[src/rtl/irqd_pkg.sv]
package irqd_pkg;

  localparam int ENTRY_W    = 64;
  localparam int MASK_BIT   = 16;
  localparam int STATUS_BIT = 12;

  typedef enum logic [1:0] {
    ST_IDLE = 2'd0,
    ST_SCAN = 2'd1,
    ST_SEND = 2'd2
  } scanState_e;

  // strobes from control to datapath
  typedef struct packed {
    logic loadMsg;
    logic clearPend;
  } dpStrobe_t;

  typedef struct packed {
    logic [7:0] dest;
    logic       destMode;
    logic [2:0] delMode;
    logic [7:0] vector;
    logic       polarity;
    logic       trigMode;
  } dlvMsg_t;

  function automatic dlvMsg_t decodeEntry(input logic [ENTRY_W-1:0] e);
    dlvMsg_t m;
    m.dest     = e[63:56];
    m.destMode = e[11];
    m.delMode  = e[10:8];
    m.vector   = e[7:0];
    m.polarity = e[13];
    m.trigMode = e[15];
    return m;
  endfunction

endpackage

[src/rtl/irqd_datapath.sv]
module irqd_datapath
  import irqd_pkg::*;
#(
  parameter int NUM_PINS = 24,
  parameter int PIN_W    = 5
) (
  input  logic                clk,
  input  logic                rstN,
  input  logic                trigValid,
  input  logic [PIN_W-1:0]    trigPin,
  input  logic                serviceReq,
  input  logic [PIN_W-1:0]    scanIdx,
  input  dpStrobe_t           strb,
  input  logic [ENTRY_W-1:0]  tblEntry,
  output logic                kick,
  output logic                hit,
  output logic [NUM_PINS-1:0] pending,
  output dlvMsg_t             msg,
  output logic [ENTRY_W-1:0]  entryView
);

  logic [NUM_PINS-1:0] setMask;
  logic [NUM_PINS-1:0] selMask;
  logic [NUM_PINS-1:0] clrMask;

  // pin decoders; an out-of-range pin number matches no bit
  for (genvar gi = 0; gi < NUM_PINS; gi++) begin : g_pin
    assign setMask[gi] = trigValid && (trigPin == PIN_W'(gi));
    assign selMask[gi] = (scanIdx == PIN_W'(gi));
    assign clrMask[gi] = strb.clearPend && selMask[gi];
  end

  assign kick      = serviceReq || (|(setMask & ~pending));
  assign hit       = (|(pending & selMask)) && !tblEntry[MASK_BIT];
  assign entryView = tblEntry & ~(ENTRY_W'(1) << STATUS_BIT);

  // a same-cycle set overrides the clear
  always_ff @(posedge clk) begin
    if (!rstN) begin
      pending <= '0;
    end else begin
      pending <= (pending & ~clrMask) | setMask;
    end
  end

  always_ff @(posedge clk) begin
    if (!rstN) begin
      msg <= '0;
    end else if (strb.loadMsg) begin
      msg <= decodeEntry(tblEntry);
    end
  end

  AST_NO_SILENT_CLEAR: assert property (@(posedge clk) disable iff (!rstN)
    !strb.clearPend |=> (($past(pending) & ~pending) == '0));

  AST_TRIG_SETS_FLAG: assert property (@(posedge clk) disable iff (!rstN)
    trigValid |=> ((pending & $past(setMask)) == $past(setMask)));

  AST_RANGE_GUARD: assert property (@(posedge clk) disable iff (!rstN)
    (trigValid && (32'(trigPin) >= NUM_PINS) && !strb.clearPend)
      |=> (pending == $past(pending)));

endmodule

[src/rtl/irqd_ctrl.sv]
module irqd_ctrl
  import irqd_pkg::*;
#(
  parameter int NUM_PINS = 24,
  parameter int PIN_W    = 5
) (
  input  logic             clk,
  input  logic             rstN,
  input  logic             kick,
  input  logic             hit,
  input  logic             msgReady,
  output dpStrobe_t        strb,
  output logic [PIN_W-1:0] scanIdx,
  output logic             msgValid
);

  localparam logic [PIN_W-1:0] LAST_IDX = PIN_W'(NUM_PINS - 1);

  scanState_e state;
  logic       rerun;
  logic       advance;
  logic       lastPin;

  always_comb begin
    msgValid       = (state == ST_SEND);
    strb.loadMsg   = (state == ST_SCAN) && hit;
    strb.clearPend = msgValid && msgReady;
    advance        = ((state == ST_SCAN) && !hit) || msgValid;
    lastPin        = (scanIdx == LAST_IDX);
  end

  always_ff @(posedge clk) begin
    if (!rstN) begin
      state   <= ST_IDLE;
      scanIdx <= '0;
      rerun   <= 1'b0;
    end else if (state == ST_IDLE) begin
      rerun <= 1'b0;
      if (kick) begin
        state   <= ST_SCAN;
        scanIdx <= '0;
      end
    end else if (advance && lastPin) begin
      rerun <= 1'b0;
      if (rerun || kick) begin
        state   <= ST_SCAN;
        scanIdx <= '0;
      end else begin
        state <= ST_IDLE;
      end
    end else begin
      if (kick) rerun <= 1'b1;
      if (advance) begin
        state   <= ST_SCAN;
        scanIdx <= scanIdx + 1'b1;
      end else begin
        state <= ST_SEND;
      end
    end
  end

  AST_ONE_SHOT_OFFER: assert property (@(posedge clk) disable iff (!rstN)
    msgValid |=> !msgValid);

  AST_OFFER_NEEDS_HIT: assert property (@(posedge clk) disable iff (!rstN)
    msgValid |-> $past(hit));

  AST_IDX_IN_RANGE: assert property (@(posedge clk) disable iff (!rstN)
    32'(scanIdx) < NUM_PINS);

  AST_SCAN_ASCENDS: assert property (@(posedge clk) disable iff (!rstN)
    (state != ST_IDLE && advance && !lastPin)
      |=> (scanIdx == $past(scanIdx) + 1'b1));

endmodule

[src/rtl/irq_dispatch.sv]
module irq_dispatch
  import irqd_pkg::*;
#(
  parameter int NUM_PINS = 24,
  parameter int PIN_W    = 5
) (
  input  logic                clk,
  input  logic                rstN,
  input  logic                trigValid,
  input  logic [PIN_W-1:0]    trigPin,
  input  logic                serviceReq,
  output logic [PIN_W-1:0]    tblIdx,
  input  logic [63:0]         tblEntry,
  output logic [63:0]         entryView,
  output logic [NUM_PINS-1:0] pendingOut,
  output logic                msgValid,
  input  logic                msgReady,
  output logic [7:0]          msgDest,
  output logic                msgDestMode,
  output logic [2:0]          msgDelMode,
  output logic [7:0]          msgVector,
  output logic                msgPolarity,
  output logic                msgTrigMode
);

  dpStrobe_t        strb;
  dlvMsg_t          msg;
  logic             kick;
  logic             hit;
  logic [PIN_W-1:0] scanIdx;

  irqd_ctrl #(.NUM_PINS(NUM_PINS), .PIN_W(PIN_W)) u_ctrl (
    .clk      (clk),
    .rstN     (rstN),
    .kick     (kick),
    .hit      (hit),
    .msgReady (msgReady),
    .strb     (strb),
    .scanIdx  (scanIdx),
    .msgValid (msgValid)
  );

  irqd_datapath #(.NUM_PINS(NUM_PINS), .PIN_W(PIN_W)) u_dp (
    .clk        (clk),
    .rstN       (rstN),
    .trigValid  (trigValid),
    .trigPin    (trigPin),
    .serviceReq (serviceReq),
    .scanIdx    (scanIdx),
    .strb       (strb),
    .tblEntry   (tblEntry),
    .kick       (kick),
    .hit        (hit),
    .pending    (pendingOut),
    .msg        (msg),
    .entryView  (entryView)
  );

  assign tblIdx      = scanIdx;
  assign msgDest     = msg.dest;
  assign msgDestMode = msg.destMode;
  assign msgDelMode  = msg.delMode;
  assign msgVector   = msg.vector;
  assign msgPolarity = msg.polarity;
  assign msgTrigMode = msg.trigMode;

  AST_RESET_QUIET: assert property (@(posedge clk)
    !rstN |=> (!msgValid && (pendingOut == '0)));

endmodule

[config.mk]
export PLATFORM = sky130hd
export DESIGN_NAME = irq_dispatch
export DESIGN_NICKNAME = d
export VERILOG_FILES = /design/src/rtl/irqd_pkg.sv /design/src/rtl/irqd_datapath.sv /design/src/rtl/irqd_ctrl.sv /design/src/rtl/irq_dispatch.sv
export SDC_FILE = /design/constraint.sdc
export NUM_CORES = 1
export LEC_CHECK = 0
export BUFFER_PORTS_ARGS = -buffer_cell sky130_fd_sc_hd__buf_2
export CORE_MARGIN = 2
export CORE_UTILIZATION = 25
export DETAILED_ROUTE_END_ITERATION = 8
export PLACE_DENSITY = 0.56
export REMOVE_ABC_BUFFERS = 1
export SLEW_MARGIN = 20
export SYNTH_ARGS = -nofsm -noshare
export SYNTH_HDL_FRONTEND = slang
export SYNTH_SLANG_ARGS = --single-unit
[constraint.sdc]
create_clock -name clk -period 2.1 [get_ports clk]
set_input_delay 0.21 -clock clk [delete_from_list [all_inputs] [get_ports clk]]
set_output_delay 0.21 -clock clk [all_outputs]
set_load 0.05 [all_outputs]
* Word level (Yosys, flattened, before mapping)
Index checks and enable logic that the tools add are counted.
** Storage, ports and cells
- Flip-flop bits (word level) :: 54
- Word-level logic and storage cells :: 144
- Bits of input ports :: 74
** Operators by class
- Multiplexer cells :: 10
- Add/subtract/negate cells :: 1
- Bitwise gates (word level) :: 7
- Reduce and logical (&&, ||, !) cells :: 66
- Eq/ne operators :: 50
** Operators with widths (number)
- 5-bit by 4-bit == test with 1-bit output (second input constant) :: 16
- 5-bit == test (second input constant) :: 16
- 24-bit AND :: 3
- 1-bit logical AND :: 53
- 24-bit inverter :: 2
- 24-bit OR reduction :: 2
- 5-bit by 3-bit == test with 1-bit output (second input constant) :: 8
- 5-bit two-way mux :: 5
- 24-bit bitwise OR :: 1
- 5-bit by 2-bit == test with 1-bit output (second input constant) :: 4
- 5-bit by 1-bit == test with 1-bit output (second input constant) :: 2
- 5-bit logical NOT :: 2
- 2-bit two-way mux :: 4
- 5-bit by 1-bit adder with 5-bit output (second input constant) :: 1
- 1-bit logical OR :: 3
- 3-bit by 2-bit != test with 1-bit output (second input constant) :: 1
- 3-bit AND reduction :: 1
- 3-bit nonzero test :: 1
- 3-bit OR reduction :: 1
- 2-bit by 1-bit == test with 1-bit output (second input constant) :: 1
- 2-bit == test (second input constant) :: 1
- 1-bit logical NOT :: 2
- 2-bit logical NOT :: 1
- 2-bit by 1-bit != test with 1-bit output (second input constant) :: 1
- 2 further kinds :: 2

* Depth between registers and ports, before layout
Gate-level depths: netlist of the first run.
- Depth after elaboration :: 10
- Depth in mapped cells :: 11

* Hierarchy
Synthesis of the first run repeated with hierarchy kept, for this count alone.
** Second synthesis, totals
- Cells, all modules :: 397
- Area total of the unflattened synthesis :: 3382.0 um2
** By module, submodules not included
- irqd_datapath :: area each 2984.1 um2, cells an instance 351, instances 1, sequential area each 920.9 um2
- irqd_ctrl :: area each 397.9 um2, cells an instance 46, instances 1, sequential area each 160.2 um2

* Worst setup path before layout of the first run
Ideal clock, no wire load.
- Path type :: register to register
- Start point :: register u_ctrl.scanIdx[0]
- End point :: register u_dp.msg[10] (netlist name)
- Stages on the path, launching flop included :: 11
- Slack :: -0.513 ns
- Clock period less this slack :: 2.613 ns
- Library setup time :: 0.128 ns
- Arrival time :: 2.485 ns
- Path buffers :: 1
- Path through :: dfxtp_1 -> ha_1 -> and3_1 -> ha_1 -> a32o_1 -> nor4_2 -> a41oi_2 -> nand3_2 -> buf_6 -> mux2i_1 -> nor2_1
** On the way
- Longest elaborated chain between the ends :: 5
** Ends and longest elaborated chain
- start: declaration :: RTL line irqd_ctrl.sv:13 : output logic [PIN_W-1:0] scanIdx,
- start signal: assignment :: RTL line irqd_ctrl.sv:55 : scanIdx <= scanIdx + 1'b1;
- 5-bit by 1-bit == test with 1-bit output, or another cell as far along :: RTL line irqd_datapath.sv:29 : assign selMask[gi] = (scanIdx == PIN_W'(gi));
- 24-bit AND * :: RTL line irqd_datapath.sv:34 : assign hit = (|(pending & selMask)) && !tblEntry[MASK_BIT];
- 24-bit OR reduction * :: RTL line irqd_datapath.sv:34
- 1-bit logical AND * :: RTL line irqd_datapath.sv:34
- 1-bit logical AND * :: RTL line irqd_ctrl.sv:26 : strb.loadMsg = (state == ST_SCAN) && hit;
Mark *: on every way between the ends. The rest lies on a longest branch, timed or not.
A chain may end at the register's enable or synchronous reset.

* Final worst setup path of the first run
- Start point :: register u_ctrl.scanIdx[0]
- End point :: register u_ctrl.scanIdx[1]
** On the way
- Longest elaborated chain between the ends :: 10
** Ends and longest elaborated chain
- 5-bit by 1-bit == test with 1-bit output, or another cell as far along :: RTL line irqd_datapath.sv:29
- 24-bit AND :: RTL line irqd_datapath.sv:34
- 24-bit OR reduction :: RTL line irqd_datapath.sv:34
- 1-bit logical AND :: RTL line irqd_datapath.sv:34
- 1-bit logical NOT :: RTL line irqd_ctrl.sv:28 : advance = ((state == ST_SCAN) && !hit) || msgValid;
- 1-bit logical AND :: RTL line irqd_ctrl.sv:28
- 1-bit logical OR :: RTL line irqd_ctrl.sv:28
- 1-bit logical AND :: RTL line irqd_ctrl.sv:43 : end else if (advance && lastPin) begin
- 3-bit by 2-bit != test with 1-bit output (no source line), or another cell as far along
- 3-bit AND reduction (no source line) or 5-bit two-way mux (tied branches)
Parallel ways exist; a longest one is shown, timed or not. The select of a mux whose other input is x is not followed.

==> qor.yml, run 1 <==
global_route:
  grt_max_degree: 23
  grt_antenna_before_repair: 0
  grt_pass1_vias: 3145
  grt_first_pass_wirelength_um: 18820
  track_usage_pct: 17.40
  overflow: 0
timing:
  min_period_ps: 2252
  slew_headroom_pct: 57.85
  fmax_ghz: 0.4441
  finClkSkew_ps: 12.43
  setup_viol: 28
  tightestPinTransition_ps: 631.0
  hold_violations: 0
  fin_tns_setup_ps: -2713
  rsz0062_at_grt: "yes"
  holdWs_ps: 150.7
  fin_ws_ps: -151.8
  drv_slew: 0
  finalCritPeriodShare_pct: 107.2
setup_path:
  timing.rr.start: "u_ctrl.scanIdx[0]"
  cp.required_ps: 2300
  r2r_end: "u_ctrl.scanIdx[1]"
  r2r_slack_ps: -150
  cp-start-kind: "flip-flop"
  path_class: "flip-flop to flip-flop"
  critPathMaxFanout: 4
  critPathArrivalTime_ps: 2460
  setup.worst_path.end_class: "flip-flop"
  r2r_cells: 10
floorplanning:
  core-area_um2: 12670
  initial_core_util_pct: 25.68
  die-height_um: 118.1
  die_w_um: 118.1
  ioPinCount: 190
  dieArea_um2: 13950
  rows: 41
run_status:
  violations: "negative setup slack"
  outcome: "finished with violations"
synthesis:
  synth_common_cells: "64 x buf_4, 54 x dfxtp_1, 38 x nor2_1"
  synth_most_common_cell: "buf_4"
  synth_top_area_share_pct: 33.22
  ys_warn_count: 0
  synth-seq-cells: 54
  netlist_area_um2: 3254
  synth.area.top_cells: "dfxtp_1 33%, buf_4 15%, mux2i_1 8.9%"
  synthArstFlopShare_pct: 0
  synth_largest_area_cell: "dfxtp_1"
  syn_inst: 385
  synth_edf_count: 0
  synth_area_per_cell_um2: 8.453
  ys.flop_type: "dfxtp_1"
  synth_cell_type_count: 53
  yosysSeqAreaShare_pct: 33.22
min_path:
  worstHoldStart: "tblEntry[6]"
  min_path_cells: 3
  holdPathEnd: "u_dp.msg[8]"
  hp-class: "input pin to flip-flop"
clock_tree:
  clk_latency_ps: 300
  cts_hold_buf: 0
  cts-htree-levels: 2
  clock_path_buffers: 2
  ctsRootBufferMaster: "clkbuf_16"
  clk_pin_slew_worst_paths_ps: 80
  numCtsBuffers: 5
  cts.sinks: 54
  cts_tree: "built"
drt:
  first_iter_violations: 237
  vias_per_cell: 4.927
  routed_wl_um: 12270
  via_count: 3158
  wl_per_cell_um: 19.14
  ant_nets: 0
  drcViolationCount: 0
  firstDrtPassIters: 5
place:
  hpwl_um: 9604
  port_buffers: 107
  place_ws_ps: -353.5
  gp_congestion: 0.9213
layout:
  nFillCells: 1344
  fin_util_pct: 32.70
  drive_gt1_share_pct: 42.43
  diodes: 0
  syn2layout_area_growth_pct: 27.34
  nNetsFinal: 547
power:
  power_density_nw_per_um2: 585.6
  irDropWorstVdd_uv: 330.2
  p_leak_nw: 1.932
  report.power.total_mw: 2.427
flow_run:
  maxCapViolCount: 0
## layer usage
metal	up-vias	routed length, um	track usage [%]	share of wire [%]
li1	1444	-	-	-
met1	1474	5484	23.11	45
met2	218	5005	24.49	41
met3	18	1517	8.769	12
met4	4	148	3.614	1.2
met5	-	109	6.985	0.89
## registers in the layout, summed over array words and instances, names as in the netlist
signal / cells
u_ctrl.rerun: 1
u_dp.msg: 22
u_ctrl.state: 2
u_ctrl.scanIdx: 5
u_dp.pending: 24
## logic make-up after synthesis
kind of cell             Yosys count  share of synthesized area (%)
AO/OA/AOI/OAI                     81                          16.49
buffers and inverters             91                          19.53
flip-flops                        54                          33.22
AND/OR/NAND/NOR                  121                          18.72
adder cells (fa/ha/maj)            5                          1.922
multiplexers                      31                          9.727
other                              1                         0.1152
XOR/XNOR                           1                         0.2692
## power by group
group          switching, mW  leakage (nW)  internal, mW
logic                  0.266          1.41         0.127
clock network          0.412        0.0844         0.570
registers             0.0160         0.439          1.04
total                  0.694          1.93          1.73
## worst max-delay path by stage
stage	end	start	slack [ps]
6_report	u_ctrl.scanIdx[1]	u_ctrl.scanIdx[0]	-150
5_1_grt	u_ctrl.scanIdx[3]	u_ctrl.scanIdx[1]	-250
4_1_cts	u_dp.msg[10]	u_ctrl.scanIdx[0]	-100
3_5_place_dp	u_ctrl.scanIdx[3]	u_ctrl.scanIdx[1]	-350
3_3_place_gp	u_dp.msg[14]	u_ctrl.scanIdx[0]	-210
2_1_floorplan	u_dp.msg[0]	u_ctrl.scanIdx[4]	-790
## cell type report
type | instances | area, um^2 | area share (%)
Tap cell | 172 | 215.2 | 5.193
Clock inverter | 3 | 47.55 | 1.147
Inverter | 9 | 33.78 | 0.8152
Multi-Input combinational cell | 240 | 1663 | 40.13
Sequential cell | 54 | 1091 | 26.33
Timing Repair Buffer | 158 | 968.4 | 23.37
Clock buffer | 5 | 125.1 | 3.019
## through the flow
step | area (um^2) | cells
finish | 4144 | 641
global placement | 3821 | 631
floorplan | 2653 | 303
detailed placement | 3821 | 631
global route | 4144 | 641
CTS | 4119 | 640
## what timing repair did
action | 4_1_cts | 5_1_grt
setup buffers | 1 | 2
gates cloned | 0 | 0
pin swaps | 12 | 4
setup endpoints to repair | 30 | 30
resized for setup | 27 | 3
## layout by cell type (no fill, tap or decap), drive strengths merged, types with 2 or more instances in the layout
cell    count
a211oi      4
a21oi      21
a221oi      2
a22oi      11
a32oi       2
a41oi       2
and2        3
and3        5
buf       158
clkbuf      5
dfxtp      54
ha          5
inv        10
mux2        2
mux2i      29
nand2      34
nand2b      5
nand3       9
nand3b      8
nor2       38
nor2b       8
nor3        2
nor3b       3
nor4        2
o211ai      2
o21ai      20
o221ai      2
o22ai       7
o32ai       2
## critical path: stages (launching register included)
cell and delay [ps]:
dfxtp_4 370, inv_2 60, ha_2 200, a22oi_2 240, o22ai_2 130, nor4_4 310
a41oi_4 200, nor3b_2 250, o211ai_1 120, buf_4 160, o32ai_1 110
No activity file was read; power rests on OpenSTA's default activity.
==> run 2: changes to the inputs <==
Settings changed: CELL_PAD_IN_SITES_DETAIL_PLACEMENT from default to 1, CELL_PAD_IN_SITES_GLOBAL_PLACEMENT from default to 2, CORE_UTILIZATION 25 to 21, PLACE_DENSITY 0.56 to 0.79, SETUP_SLACK_MARGIN from default to 0.2.
==> run 2 against run 1 <==
- global-route usage shrank 1.1 points
- wire length grew 13%
- cell area is 5.6% higher
- clock skew is 3.7 ps lower
- the flow still finishes with violations (negative setup slack)
- flip-flop and latch count unchanged
- register-to-register slack worse by 90 ps
- final cell count is 4.2% higher
- first-iteration DRC count decreased by 50%
- clock power decreased by 2.1%
- highest routed layer unchanged
- power shrank 0.26%
- sequential power is essentially flat
- die area rose by 18%
==> qor.yml, run 2 (synthesis gave the netlist of run 1 again) <==
setup_path:
  path_cells: "ha_4, and3_4, ha_4, a32o_2, nor4_4, a41oi_2, buf_4, nand3_4, clkbuf_16, mux2i_1, nor2_1"
  crit_top_cell: "ha_4"
  timing.rr.start: "u_ctrl.scanIdx[1]"
  r2r_slack_ps: -240  # -90 ps
  r2r_end: "u_dp.msg[9]"
  critical_path.max_stage_delay_ps: 370  # about the same
  path_buf_inv: 2  # unchanged
  path_class: "flip-flop to flip-flop"
  critPathArrivalTime_ps: 2530  # +70 ps
  r2r_cells: 11  # +1
  crit_path_start: "u_ctrl.scanIdx[1]"
  cp.required_ps: 2280  # -20 ps
  critPathMaxFanout: 5  # +1
  crit_family: "simple AND/OR/NAND/NOR gates"
  setup.worst_path.end_class: "flip-flop"
  crit_end: "u_dp.msg[9]"
  cp-start-kind: "flip-flop"
  slowest_stage: "dfxtp_4"
  cp.depth: 11  # +1
global_route:
  grt_max_degree: 24  # +4.3%
  grt_first_pass_wirelength_um: 20420  # +8.5%
  grt_antenna_before_repair: 0  # unchanged
  overflow: 0  # unchanged
  track_usage_pct: 16.29  # -1.1 points
  grt_pass1_vias: 3323  # +5.7%
layout:
  final-instance-count-excl-fill: 668  # +4.2%
  syn2layout_area_growth_pct: 34.41
  final_cell_mix: "107 x buf_2, 51 x buf_4, 48 x dfxtp_1, 37 x nor2_1, 34 x nand2_1"
  drive_gt1_share_pct: 45.21  # +2.8 points
  top_register: "u_dp.pending"
  nFillCells: 1807  # +34%
  nNetsFinal: 558  # +2.0%
  diodes: 0  # unchanged
  layout_commonest_cell: "buf_2"
  top_regs: "u_dp.pending: 24 flops, u_dp.msg: 22 flops, u_ctrl.scanIdx: 5 flops"
  largest_reg_flops: 24  # unchanged
clock_tree:
  clock_path_buffers: 2  # unchanged
  cts_hold_buf: 0  # unchanged
  cts_tree: "built"
  cts.sinks: 54  # unchanged
  clk_pin_slew_worst_paths_ps: 70  # about the same
  clk_latency_ps: 300  # about the same
  numCtsBuffers: 5  # unchanged
  ctsRootBufferMaster: "clkbuf_16"
  cts-htree-levels: 2  # unchanged
timing:
  tightestPinTransition_ps: 577.5  # -53.51 ps
  finClkSkew_ps: 8.747  # -3.686 ps
  finalCritPeriodShare_pct: 111.5  # +4.3 points
  fin_ws_ps: -242.1  # -90.32 ps
  min_period_ps: 2342  # +90.32 ps
  drv_slew: 0  # unchanged
  setup_viol: 28  # unchanged
  rsz0062_at_grt: "yes"
  slew_headroom_pct: 61.42  # +3.6 points
  hold_violations: 0  # unchanged
  fmax_ghz: 0.4270  # -3.9%
place:
  gp_congestion: 0.8834  # -4.1%
  hpwl_um: 10420  # +8.5%
  port_buffers: 107  # unchanged
  place_ws_ps: -411.0  # -57.46 ps
  place_inst: 647  # +2.5%
floorplanning:
  dieArea_um2: 16510  # +18%
  core-area_um2: 15150  # +20%
  die_w_um: 128.5  # +8.8%
  ioPinCount: 190  # unchanged
  die-height_um: 128.5  # +8.8%
  rows: 45  # +9.8%
  initial_core_util_pct: 21.49  # -4.2 points
power:
  switchingPower_mw: 0.6872  # -0.99%
  p_sw_share_pct: 28.39  # -0.21 points
  p_int_mw: 1.733  # about the same
  irDropWorstVdd_uv: 448.5  # +36%
  combPwrFrac_pct: 16.9  # +0.7 points
  power_density_nw_per_um2: 553.3  # -5.5%
  p_seq_share_pct: 43.4  # about the same
  report.power.total_mw: 2.420  # -0.26%
  clkPwrFrac_pct: 39.7  # -0.8 points
  p_leak_nw: 1.996  # +3.3%
min_path:
  hp-class: "input pin to flip-flop"
drt:
  via_count: 3185  # +0.85%
  routed_wl_um: 13910  # +13%
  drcViolationCount: 0  # unchanged
  ant_nets: 0  # unchanged
  first_iter_violations: 119  # -50%
  firstDrtPassIters: 6  # +1
  vias_per_cell: 4.768  # -3.2%
  wl_per_cell_um: 20.82  # +8.8%
run_status:
  violations: "negative setup slack"
  outcome: "finished with violations"
flow_run:
  maxCapViolCount: 0  # unchanged
==> run 2: what timing repair did <==
| action | CTS | global route |
|---|---|---|
| buffers inserted | 3 | 6 |
| gates resized for setup | 37 | 18 |
| gates cloned | 1 | 3 |
| setup endpoints to repair | 30 | 34 |
| pin swaps | 12 | 12 |
==> run 2: power by group through the flow <==
stage	sequential, mW	clock, mW	combinational (mW)
after floorplan	1.11	0	0.0971
after global placement	1.07	0	0.375
after detailed placement	1.07	0	0.380
after CTS	1.05	0.990	0.402
after global routing	1.05	1.02	0.436
final	1.05	0.961	0.408
==> run 2: layout make-up <==
cell class,instances,area [um^2],area share [%]
flip-flops and latches,54,1099,25.11
inverters,9,33.78,0.7723
multi-input cells,240,1728,39.50
repair buffers,169,1112,25.43
well taps,188,235.2,5.378
clock buffers,6,128.9,2.946
clock inverters,2,37.54,0.8581
==> run 2: worst min-delay path by stage <==
| stage | start | end | slack (ps) | depth (start not counted) |
|---|---|---|---|---|
| 2_1_floorplan | rstN | u_ctrl.state[0] | 330 | 1 |
| 3_3_place_gp | tblEntry[21] | entryView[21] | 420 | 0 |
| 3_5_place_dp | tblEntry[21] | entryView[21] | 420 | 0 |
| 4_1_cts | tblEntry[56] | u_dp.msg[14] | 150 | 3 |
| 5_1_grt | tblEntry[56] | u_dp.msg[14] | 180 | 3 |
| 6_report | tblEntry[56] | u_dp.msg[14] | 160 | 3 |
==> run 2: worst reg2reg max path, delay by kind of cell, from the launching register on <==
kind,cells,cell delay (ps)
AND/OR/NAND/NOR,4,560
AO/OA/AOI/OAI,2,430
buffers and inverters,2,380
flip-flops,1,370
adder cells (fa/ha/maj),2,320
multiplexers,1,200
==> run 2: metrics by stage <==
step	instance area, um^2	utilization (%)	hold slack (ps)	TNS [ps]
3_3_place_gp	3804	25.11	420.4	-6117
3_5_place_dp	3804	25.11	420.4	-8425
5_1_grt	4374	28.88	178.4	-7843
4_1_cts	4174	27.56	153.9	-4428
6_report	4374	28.88	160.5	-5678
2_1_floorplan	2653	-	331.7	-21630
==> run 2: layer usage <==
layer  part of all wire [%]  track usage, %
met1                     41           19.99
met2                     46           25.69
met3                     11           7.734
met4                    1.2           3.297
met5                   0.63           4.706
